--- config.mk ---
export PLATFORM = sky130hd
export DESIGN_NAME = shift_add_mult
export DESIGN_NICKNAME = d
export VERILOG_FILES = /design/src/rtl/mul_pkg.sv /design/src/rtl/mul_adder.sv /design/src/rtl/mul_datapath.sv /design/src/rtl/mul_ctrl.sv /design/src/rtl/shift_add_mult.sv
export SDC_FILE = /design/constraint.sdc
export NUM_CORES = 1
export LEC_CHECK = 0
export BUFFER_PORTS_ARGS = -buffer_cell sky130_fd_sc_hd__buf_4
export CAP_MARGIN = 20
export CORE_MARGIN = 2
export CORE_UTILIZATION = 45
export DETAILED_ROUTE_END_ITERATION = 8
export PLACE_DENSITY = 0.78
export SETUP_SLACK_MARGIN = 0.3
export SLEW_MARGIN = 20
export SYNTH_ARGS = -nofsm -noshare
export SYNTH_HDL_FRONTEND = slang
export SYNTH_HIERARCHICAL = 1
export SYNTH_SLANG_ARGS = --single-unit
--- constraint.sdc ---
create_clock -name clk -period 2.65 [get_ports clk]
set_input_delay 0.3975 -clock clk [delete_from_list [all_inputs] [get_ports clk]]
set_output_delay 0.3975 -clock clk [all_outputs]
set_load 0.05 [all_outputs]
--- src/rtl/mul_pkg.sv ---
`timescale 1ns/1ps
package mul_pkg;
  typedef struct packed {
    logic load;
    logic addStep;
    logic shiftStep;
  } mulStrobes_t;

  typedef enum logic [1:0] {
    ST_IDLE  = 2'd0,
    ST_ADD   = 2'd1,
    ST_SHIFT = 2'd2
  } mulState_t;
endpackage

--- src/rtl/mul_adder.sv ---
`timescale 1ns/1ps
module mul_adder #(
  parameter int W = 4
) (
  input  logic [W-1:0] a,
  input  logic [W-1:0] b,
  output logic [W-1:0] sum,
  output logic         carryOut
);
  logic [W:0] carry;
  assign carry[0] = 1'b0;

  for (genvar i = 0; i < W; i++) begin : g_fa
    assign sum[i]     = a[i] ^ b[i] ^ carry[i];
    assign carry[i+1] = (a[i] & b[i]) | (carry[i] & (a[i] ^ b[i]));
  end

  assign carryOut = carry[W];
endmodule

--- src/rtl/mul_datapath.sv ---
`timescale 1ns/1ps
module mul_datapath
  import mul_pkg::*;
#(
  parameter int W = 4
) (
  input  logic          clk,
  input  logic          rst,
  input  mulStrobes_t   strobe,
  input  logic [W-1:0]  opA,
  input  logic [W-1:0]  opB,
  output logic [2*W-1:0] product
);
  // accum holds the carry bit on top of the upper product half
  logic [W:0]   accum;
  logic [W-1:0] lowHalf;
  logic [W-1:0] mcand;
  logic [W-1:0] addSum;
  logic         addCarry;

  mul_adder #(.W(W)) u_adder (
    .a        (accum[W-1:0]),
    .b        (mcand),
    .sum      (addSum),
    .carryOut (addCarry)
  );

  always_ff @(posedge clk) begin
    if (rst) begin
      accum   <= '0;
      lowHalf <= '0;
      mcand   <= '0;
    end else if (strobe.load) begin
      accum   <= '0;
      lowHalf <= opB;
      mcand   <= opA;
    end else if (strobe.addStep) begin
      if (lowHalf[0]) accum <= {addCarry, addSum};
    end else if (strobe.shiftStep) begin
      accum   <= {1'b0, accum[W:1]};
      lowHalf <= {accum[0], lowHalf[W-1:1]};
    end
  end

  assign product = {accum[W-1:0], lowHalf};
endmodule

--- src/rtl/mul_ctrl.sv ---
`timescale 1ns/1ps
module mul_ctrl
  import mul_pkg::*;
#(
  parameter int W = 4
) (
  input  logic        clk,
  input  logic        rst,
  input  logic        start,
  output mulStrobes_t strobe,
  output logic        busy,
  output logic        done
);
  localparam int CW = (W > 1) ? $clog2(W) : 1;

  mulState_t      state;
  logic [CW-1:0]  bitIdx;
  logic           lastBit;

  assign lastBit          = (bitIdx == CW'(W - 1));
  assign busy             = (state != ST_IDLE);
  assign strobe.load      = (state == ST_IDLE) && start;
  assign strobe.addStep   = (state == ST_ADD);
  assign strobe.shiftStep = (state == ST_SHIFT);

  always_ff @(posedge clk) begin
    if (rst) begin
      state  <= ST_IDLE;
      bitIdx <= '0;
      done   <= 1'b0;
    end else begin
      done <= 1'b0;
      unique case (state)
        ST_IDLE: begin
          if (start) begin
            state  <= ST_ADD;
            bitIdx <= '0;
          end
        end
        ST_ADD: state <= ST_SHIFT;
        ST_SHIFT: begin
          if (lastBit) begin
            state <= ST_IDLE;
            done  <= 1'b1;
          end else begin
            state  <= ST_ADD;
            bitIdx <= bitIdx + CW'(1);
          end
        end
        default: state <= ST_IDLE;
      endcase
    end
  end
endmodule

--- src/rtl/shift_add_mult.sv ---
`timescale 1ns/1ps
module shift_add_mult
  import mul_pkg::*;
#(
  parameter int W = 4
) (
  input  logic           clk,
  input  logic           rst,
  input  logic           start,
  input  logic [W-1:0]   opA,
  input  logic [W-1:0]   opB,
  output logic           busy,
  output logic           done,
  output logic [2*W-1:0] product
);
  mulStrobes_t strobe;

  mul_ctrl #(.W(W)) u_ctrl (
    .clk    (clk),
    .rst    (rst),
    .start  (start),
    .strobe (strobe),
    .busy   (busy),
    .done   (done)
  );

  mul_datapath #(.W(W)) u_dp (
    .clk     (clk),
    .rst     (rst),
    .strobe  (strobe),
    .opA     (opA),
    .opB     (opB),
    .product (product)
  );
endmodule

Word level (Yosys, flattened, before mapping)
Cells that the tools add are included.

Logic and storage cells: 56. Output and inout port bits: 10. Bits of input ports: 11. Register bits after elaboration: 18.

Bitwise logic cells: 18. Reductions and logical operators: 11. Equality and inequality tests: 7. $add $sub $neg: 1. Mux-type cells: 13.

Operators with widths (number): $mux 5 (3); $mux 4 (3); $reduce_bool 2->1 (4); $and 1x1->1 (7); $xor 1x1->1 (7); $mux 2 (3); $pmux 2 s3 (1); $eq 2x2->1 const B (2); $ne 2x1->1 const B (2); $ne 2x2->1 const B (2); $pmux 2 s2 (1); $reduce_and 2->1 (2); $reduce_or 2->1 (2); $or 1x1->1 (3); $reduce_and 3->1 (1); $add 2x1->2 const B (1); $eq 2x1->1 const B (1); $logic_not 2->1 (1); $mux 1 (2); $logic_and 1x1->1 (1); $not 1->1 (1).

Longest topological paths before layout
Gate-level depths: netlist (run 1).

Word-level depth: 9. Depth in mapped cells: 11. Mapped depth without buffers: 11.

Cells and area by module
Netlist (run 1), hierarchy kept.

Modules (own cells, without submodules): mul_datapath (times used 1, sequential area each 260.2 µm², area an instance 635.6 µm², cells each 63); mul_ctrl (times used 1, sequential area each 100.1 µm², area an instance 244.0 µm², cells each 27); mul_adder (times used 1, sequential area each 0.0 µm², area an instance 110.1 µm², cells each 14).

Worst setup path before layout (run 1)
No wires, ideal clock.

Kind: register to register. Start: reg u_dp.accum[0]. End: reg u_dp.accum[3]. Slack: 0.561 ns. Required time: 2.547 ns. Arrival time: 1.986 ns. Period minus slack after synthesis: 2.089 ns. Path buffers: 0. Library setup time: 0.103 ns. Stages on the path, launching flop included: 11. Path through: dfxtp_1 > ha_1 > inv_1 > fa_1 > inv_1 > fa_1 > inv_1 > fa_1 > inv_1 > mux2i_1 > a2111oi_2.

Cells in the longest elaborated chain, start to end: 8.

RTL lines: from (decl) (RTL line mul_datapath.sv:15) `logic [W:0] accum;`; from (signal assigned) (RTL line mul_datapath.sv:38) `if (lowHalf[0]) accum <= {addCarry, addSum};`; from (signal assigned) (RTL line mul_datapath.sv:40) `accum <= {1'b0, accum[W:1]};`; $and 1x1->1 (2 in series) (RTL line mul_adder.sv:15) `assign carry[i+1] = (a[i] & b[i]) | (carry[i] & (a[i] ^ b[i]));`; $or 1x1->1 (RTL line mul_adder.sv:15); $and 1x1->1 (RTL line mul_adder.sv:15); $or 1x1->1 (RTL line mul_adder.sv:15); $xor 1x1->1 (RTL line mul_adder.sv:14) `assign sum[i] = a[i] ^ b[i] ^ carry[i];`; via u_dp.addSum[3] (RTL line mul_datapath.sv:18) `logic [W-1:0] addSum;`; $mux 5 (RTL line mul_datapath.sv:38); $mux 5 (RTL line mul_datapath.sv:37) `end else if (strobe.addStep) begin`.

The timed path passes the listed nets, and every way through them passes these cells. The select of a mux whose other input is x is not followed. A chain may end at the register's enable or synchronous reset.

Worst setup path after layout (run 1)
Same ends and word-level chain as after synthesis.

==> results.cfg, run 1 <==
[global_route]
grt_max_degree = 19
gr-total-overflow = 0
grt_pass1_wl_um = 2730
antenna_found_initial = 0
grt_usage_pct = 14.0
grt_pass1_vias = 646

[logic_synthesis]
syn_area_um2 = 990
yosysSeqAreaShare_pct = 36.4
synth.distinct_cells = 26
ys_ff_latch = 18
ys_warn_count = 6
syn_nets = 120
syn_inst = 104
syn_avg_cell_area_um2 = 9.52

[die]
coreArea_mm2 = 0.00202
fp.dieH_um = 50.9
initial_core_util_pct = 48.9
die_area_mm2 = 0.00259
ios = 21
rows = 16
die_w_um = 50.9

[sta]
tns_ns = 0
rsz0062_at_grt = false
report.final.slew_viol_count = 0
fmax_mhz = 452
finalSetupViolCount = 0
finalHoldViolCount = 0
tightest_slew_ns = 0.312
slew_headroom_pct = 79.2
finalCritPeriodShare_pct = 83.4
setup_slack_ns = 0.439
min_period_ns = 2.21
skew_ns = 0.00635

[power]
p_leak_nw = 0.505
p_per_area_mw_per_mm2 = 490
peakVddDrop_mv = 0.431

[finish]
fill_cells = 175
drive_above_1_share_pct = 29.2
finalNonFillerCells = 147
nets = 138
fin_area_mm2 = 0.00114
final_cell_mix = buf_4 (22), dfxtp_1 (18), inv_1 (16), nor2_1 (10), mux2i_1 (9)
syn_to_final_growth_pct = 15.7
final_common_cell = buf_4
antenna_cells = 0

[clocking]
htree_levels = 1
cts_buffers = 3
ctsHoldBuffers = 0
clk_path_buf_depth = 2
clock_latency_ns = 0.28
cts.clk_slew.worst_paths_ns = 0.09
cts_resized = 0
post_cts_buffers = 0
cts.sinks = 18
clockRootBuffer = clkbuf_4
cts_tree = yes

[worst_setup_path]
cp_num_buf_inv = 4
crit_required_ns = 2.83
r2r_setup_slack_ns = 0.44
path_class = reg2reg
crit_top_cell = inv_1
endpoint_kind = flip-flop
cp_top_family = adder cells
critPathMaxStageDelay_ns = 0.42
critical_path.startpoint_type = flip-flop
slowest_stage = fa_1
crit_path_cell_trace = ha_1 -> inv_1 -> fa_1 -> inv_1 -> fa_1 -> inv_1 -> fa_1 -> inv_1 -> mux2i_1 -> a2111oi_2
worst-path-max-fanout = 4
cp.arrival_ns = 2.39

[outcome]
outcome = finished, final reports clean

[place]
dp_hpwl_um = 1270
port_buffers = 20
gp_congestion = 0.709
placed_area_mm2 = 0.00112
post-place-ws_ns = 0.441
place_inst = 144

[routing]
antenna_left = 0
viasPerCell = 5.02
vias = 738
dr.first_iter.drc_count = 9
dr.pass1.iters = 4
post_drt_wl_per_cell_um = 11.5
routed_wirelength_um = 1690
drc = 0

[flow_run]
drv_cap = 0

[worst_hold_path]
hold_class = in2reg
==> worst register-to-register path, stage by stage (launching register included) <==
cell and delay [ns]:
dfxtp_1 0.39, ha_1 0.17, inv_1 0.05, fa_1 0.35, inv_1 0.07, fa_1 0.15, inv_1 0.05, fa_1 0.42
inv_1 0.06, mux2i_1 0.07, a2111oi_2 0.35
==> state kept, by name (all words and copies together) (netlist names) <==
register and flops:
u_dp/accum 5, u_dp/lowHalf 4, u_dp/mcand 4, u_ctrl/bitIdx 2
u_ctrl/state 2, u_ctrl/done 1
==> per-stage QoR <==
stage	utilization, %	power (mW)	hold WS (ns)
after floorplan	-	0.409	0.452
after global placement	55.5	0.440	0.477
after detailed placement	55.5	0.444	0.491
after CTS	56.6	0.571	0.336
after global routing	56.6	0.597	0.342
final	56.6	0.561	0.343
==> kinds of logic (layout without fill, tap and decap cells) <==
logic type,count (synthesis),in the layout,share of synthesized area [%]
AND/OR/NAND/NOR,25,25,13.7
buffers and inverters,25,41,12.8
flip-flops,18,18,36.4
AO/OA/AOI/OAI,17,17,13.4
multiplexers,14,14,15.2
adder cells (fa/ha/maj),5,5,8.60
==> worst paths after layout <==
| path | start | end | depth (start not counted) |
|---|---|---|---|
| setup / recovery | u_dp/accum[0] | u_dp/accum[3] | 10 |
| hold / removal | opA[1] | u_dp/mcand[1] | 3 |
| setup reg to reg | u_dp/accum[0] | u_dp/accum[3] | 10 |
| hold reg to reg | u_dp/mcand[3] | u_dp/mcand[3] | 2 |
==> synth_stat cells, drive strengths merged <==
| library cell | instances | area share (%) |
|---|---|---|
| a2111oi | 4 | 5.1 |
| a21oi | 5 | 2.5 |
| a31oi | 2 | 1.3 |
| buf | 8 | 6.3 |
| clkbuf | 1 | 0.38 |
| dfxtp | 18 | 36 |
| fa | 3 | 6.1 |
| ha | 2 | 2.5 |
| inv | 16 | 6.1 |
| mux2 | 5 | 6.1 |
| mux2i | 9 | 9.1 |
| nand2 | 3 | 1.1 |
| nand2b | 1 | 1.4 |
| nand3 | 3 | 1.5 |
| nor2 | 10 | 3.8 |
| nor2b | 3 | 1.9 |
| nor3 | 2 | 1.0 |
| nor3b | 1 | 0.76 |
| nor4b | 1 | 1.5 |
| o21a | 5 | 3.8 |
| o21bai | 1 | 0.76 |
| or2 | 1 | 0.63 |
==> routing by layer <==
layer	track usage (%)	vias to the layer above	wire, um	share of wire (%)
met5	0	-	0	0
li1	-	381	-	-
met3	2.92	2	59	3.5
met2	24.8	11	856	51
met4	5.41	0	6	0.36
met1	16.6	344	765	45
==> power breakdown <==
| part | internal, mW | switching [mW] | total (mW) |
|---|---|---|---|
| sequential | 0.285 | 0.0144 | 0.300 |
| clock | 0.0527 | 0.0715 | 0.124 |
| combinational | 0.0578 | 0.0792 | 0.137 |
==> layout make-up <==
cell class	instances	area (um2)	area share [%]
Timing Repair Buffer	22	165	14.4
Clock buffer	3	22.5	1.97
Multi-Input combinational cell	61	503	43.9
Inverter	16	60.1	5.25
Tap cell	27	33.8	2.95
Sequential cell	18	360	31.5
Power figures use the tool's default switching activity.
==> run 2: changes to the inputs <==
==> constraint.sdc (replaced) <==
create_clock -name clk -period 2.2 [get_ports clk]
set_input_delay 0.33 -clock clk [delete_from_list [all_inputs] [get_ports clk]]
set_output_delay 0.33 -clock clk [all_outputs]
set_load 0.05 [all_outputs]
==> run 2 against run 1 <==
Compared with the run above:
- setup slack got worse by 0.34 ns
- total power grew 31%
- combinational power increased by 26%
- largest cell class unchanged
- largest power group unchanged
- highest routed layer is now met3
==> results.cfg, run 2 (synthesized netlist as in run 1, its figures left out) <==
[die]
initial_core_util_pct = 48.9
die_w_um = 50.9
ios = 21
fp.dieH_um = 50.9
die_area_mm2 = 0.00259
rows = 16
coreArea_mm2 = 0.00202

[finish]
fin_area_mm2 = 0.00120
final_cell_mix = buf_4 (24), dfxtp_1 (16), inv_1 (12), nor2_1 (10), mux2i_1 (9)
nets = 140
fill_cells = 181
reg_top3 = u_dp/accum x5, u_dp/lowHalf x4, u_dp/mcand x4
largest_register = u_dp/accum
final_common_cell = buf_4
drive_above_1_share_pct = 39.8
syn_to_final_growth_pct = 21.4
seqCellArea_um2 = 363
largest_register_ffs = 5
multi_input_area_um2 = 528
antenna_cells = 0

[clocking]
cts.sinks = 18
cts_tree = yes
cts_buffers = 3
clock_latency_ns = 0.29
clockRootBuffer = clkbuf_4
cts.clk_slew.worst_paths_ns = 0.10
htree_levels = 1
clk_path_buf_depth = 2

[global_route]
gr-total-overflow = 0
antenna_found_initial = 0
grt_pass1_wl_um = 3040
grt_usage_pct = 15.8
grt_pass1_vias = 687
grt_max_degree = 19

[sta]
finalCritPeriodShare_pct = 95.4
min_period_ns = 2.10
tightest_slew_ns = 0.320
slew_headroom_pct = 78.7
rsz0062_at_grt = true
finalHoldViolCount = 0
fmax_mhz = 476
tns_ns = 0
report.final.slew_viol_count = 0
finalSetupViolCount = 0
skew_ns = 0.00498

[routing]
viasPerCell = 5.01
drc = 0
dr.pass1.iters = 4
antenna_left = 0
post_drt_wl_per_cell_um = 12.3
dr.first_iter.drc_count = 5
vias = 752
routed_wirelength_um = 1840

[power]
peakVddDrop_mv = 0.418
p_per_area_mw_per_mm2 = 612
p_leak_nw = 0.518

[worst_setup_path]
crit_required_ns = 2.39
r2r_start = u_dp/mcand[0]
r2r-end = u_dp/accum[3]
critical_path.startpoint_type = flip-flop
path_class = reg2reg
reg2reg_depth = 10
crit_path_cell_trace = ha_4 -> inv_2 -> fa_2 -> inv_2 -> fa_2 -> inv_2 -> fa_2 -> inv_1 -> mux2i_1 -> a2111oi_2
slowest_stage = fa_2
critPathMaxStageDelay_ns = 0.41
worst-path-max-fanout = 2
cp.arrival_ns = 2.29
endpoint_kind = flip-flop
r2r_setup_slack_ns = 0.10

[place]
gp_congestion = 0.712
placed_area_mm2 = 0.00113
port_buffers = 20
dp_hpwl_um = 1320

[flow_run]
drv_cap = 0

[worst_hold_path]
hp-start = opA[2]
hold_class = in2reg
min_to = u_dp/mcand[2]
min_path_cells = 3

[outcome]
outcome = finished, final reports clean
run 2: cell count changes in the layout (fill, tap and decap cells not counted), sizes merged:
cell    before  now
clkbuf       3    4
buf         22   24
run 2: area by class of cell:
type                       count  share of cell area [%]
multi-input combinational     61                    44.0
sequential                    18                    30.2
timing repair buffer          24                    15.0
inverter                      16                    5.00
clock buffer                   4                    3.02
tap                           27                    2.81
run 2: metal layers:
layer  wire [um]  global-route usage (%)  part of all wire [%]  vias to the layer above
li1            -                       -                     -                      377
met1         795                    18.7                    43                      362
met2         992                    28.1                    54                       13
met4           0                    5.41                     0                        0
met3          51                    3.51                   2.8                        0
met5           0                       0                     0                        -
run 2: report_power, final:
group          leakage (nW)  switching [mW]  internal [mW]
combinational         0.349          0.0988         0.0732
clock                0.0210          0.0994          0.101
sequential            0.148          0.0186          0.344
run 2: through the flow:
step                      cells  util, %  hold slack, ns  setup slack (ns)  total power [mW]
after floorplan             104        -           0.399             0.170             0.492
after global placement      145     55.9           0.477             0.125             0.532
after detailed placement    145     55.9           0.498            0.0494             0.537
after CTS                   150     58.7           0.259            0.0772             0.743
after global routing        150     59.4           0.254           0.00612             0.776
final                       150     59.4           0.267             0.100             0.735
run 2: what timing repair did:
| item | in CTS | in global routing |
|---|---|---|
| buffers inserted | 1 | 0 |
| setup endpoints to repair | 2 | 3 |
| resized for setup | 9 | 2 |
| hold buffers | 0 | 0 |
| pin swaps | 1 | 1 |
run 2: worst max-delay path by stage:
stage,startpoint,to,cells past startpoint
finish,u_dp/mcand[0],u_dp/accum[3],10
global route,u_dp/mcand[0],u_dp/accum[3],10
CTS,u_dp/accum[0],u_dp/accum[3],10
detailed placement,u_dp/accum[0],u_dp/accum[3],10
global placement,u_dp/accum[0],u_dp/accum[3],10
floorplan,u_dp/accum[0],u_dp/accum[3],10
run 2: worst max-delay path: cells and delay by family (launching register included):
kind	cells	cell delay [ns]
adder cells (fa/ha/maj)	4	1.07
buffers and inverters	4	0.21
AO/OA/AOI/OAI	1	0.29
flip-flops	1	0.35
multiplexers	1	0.08
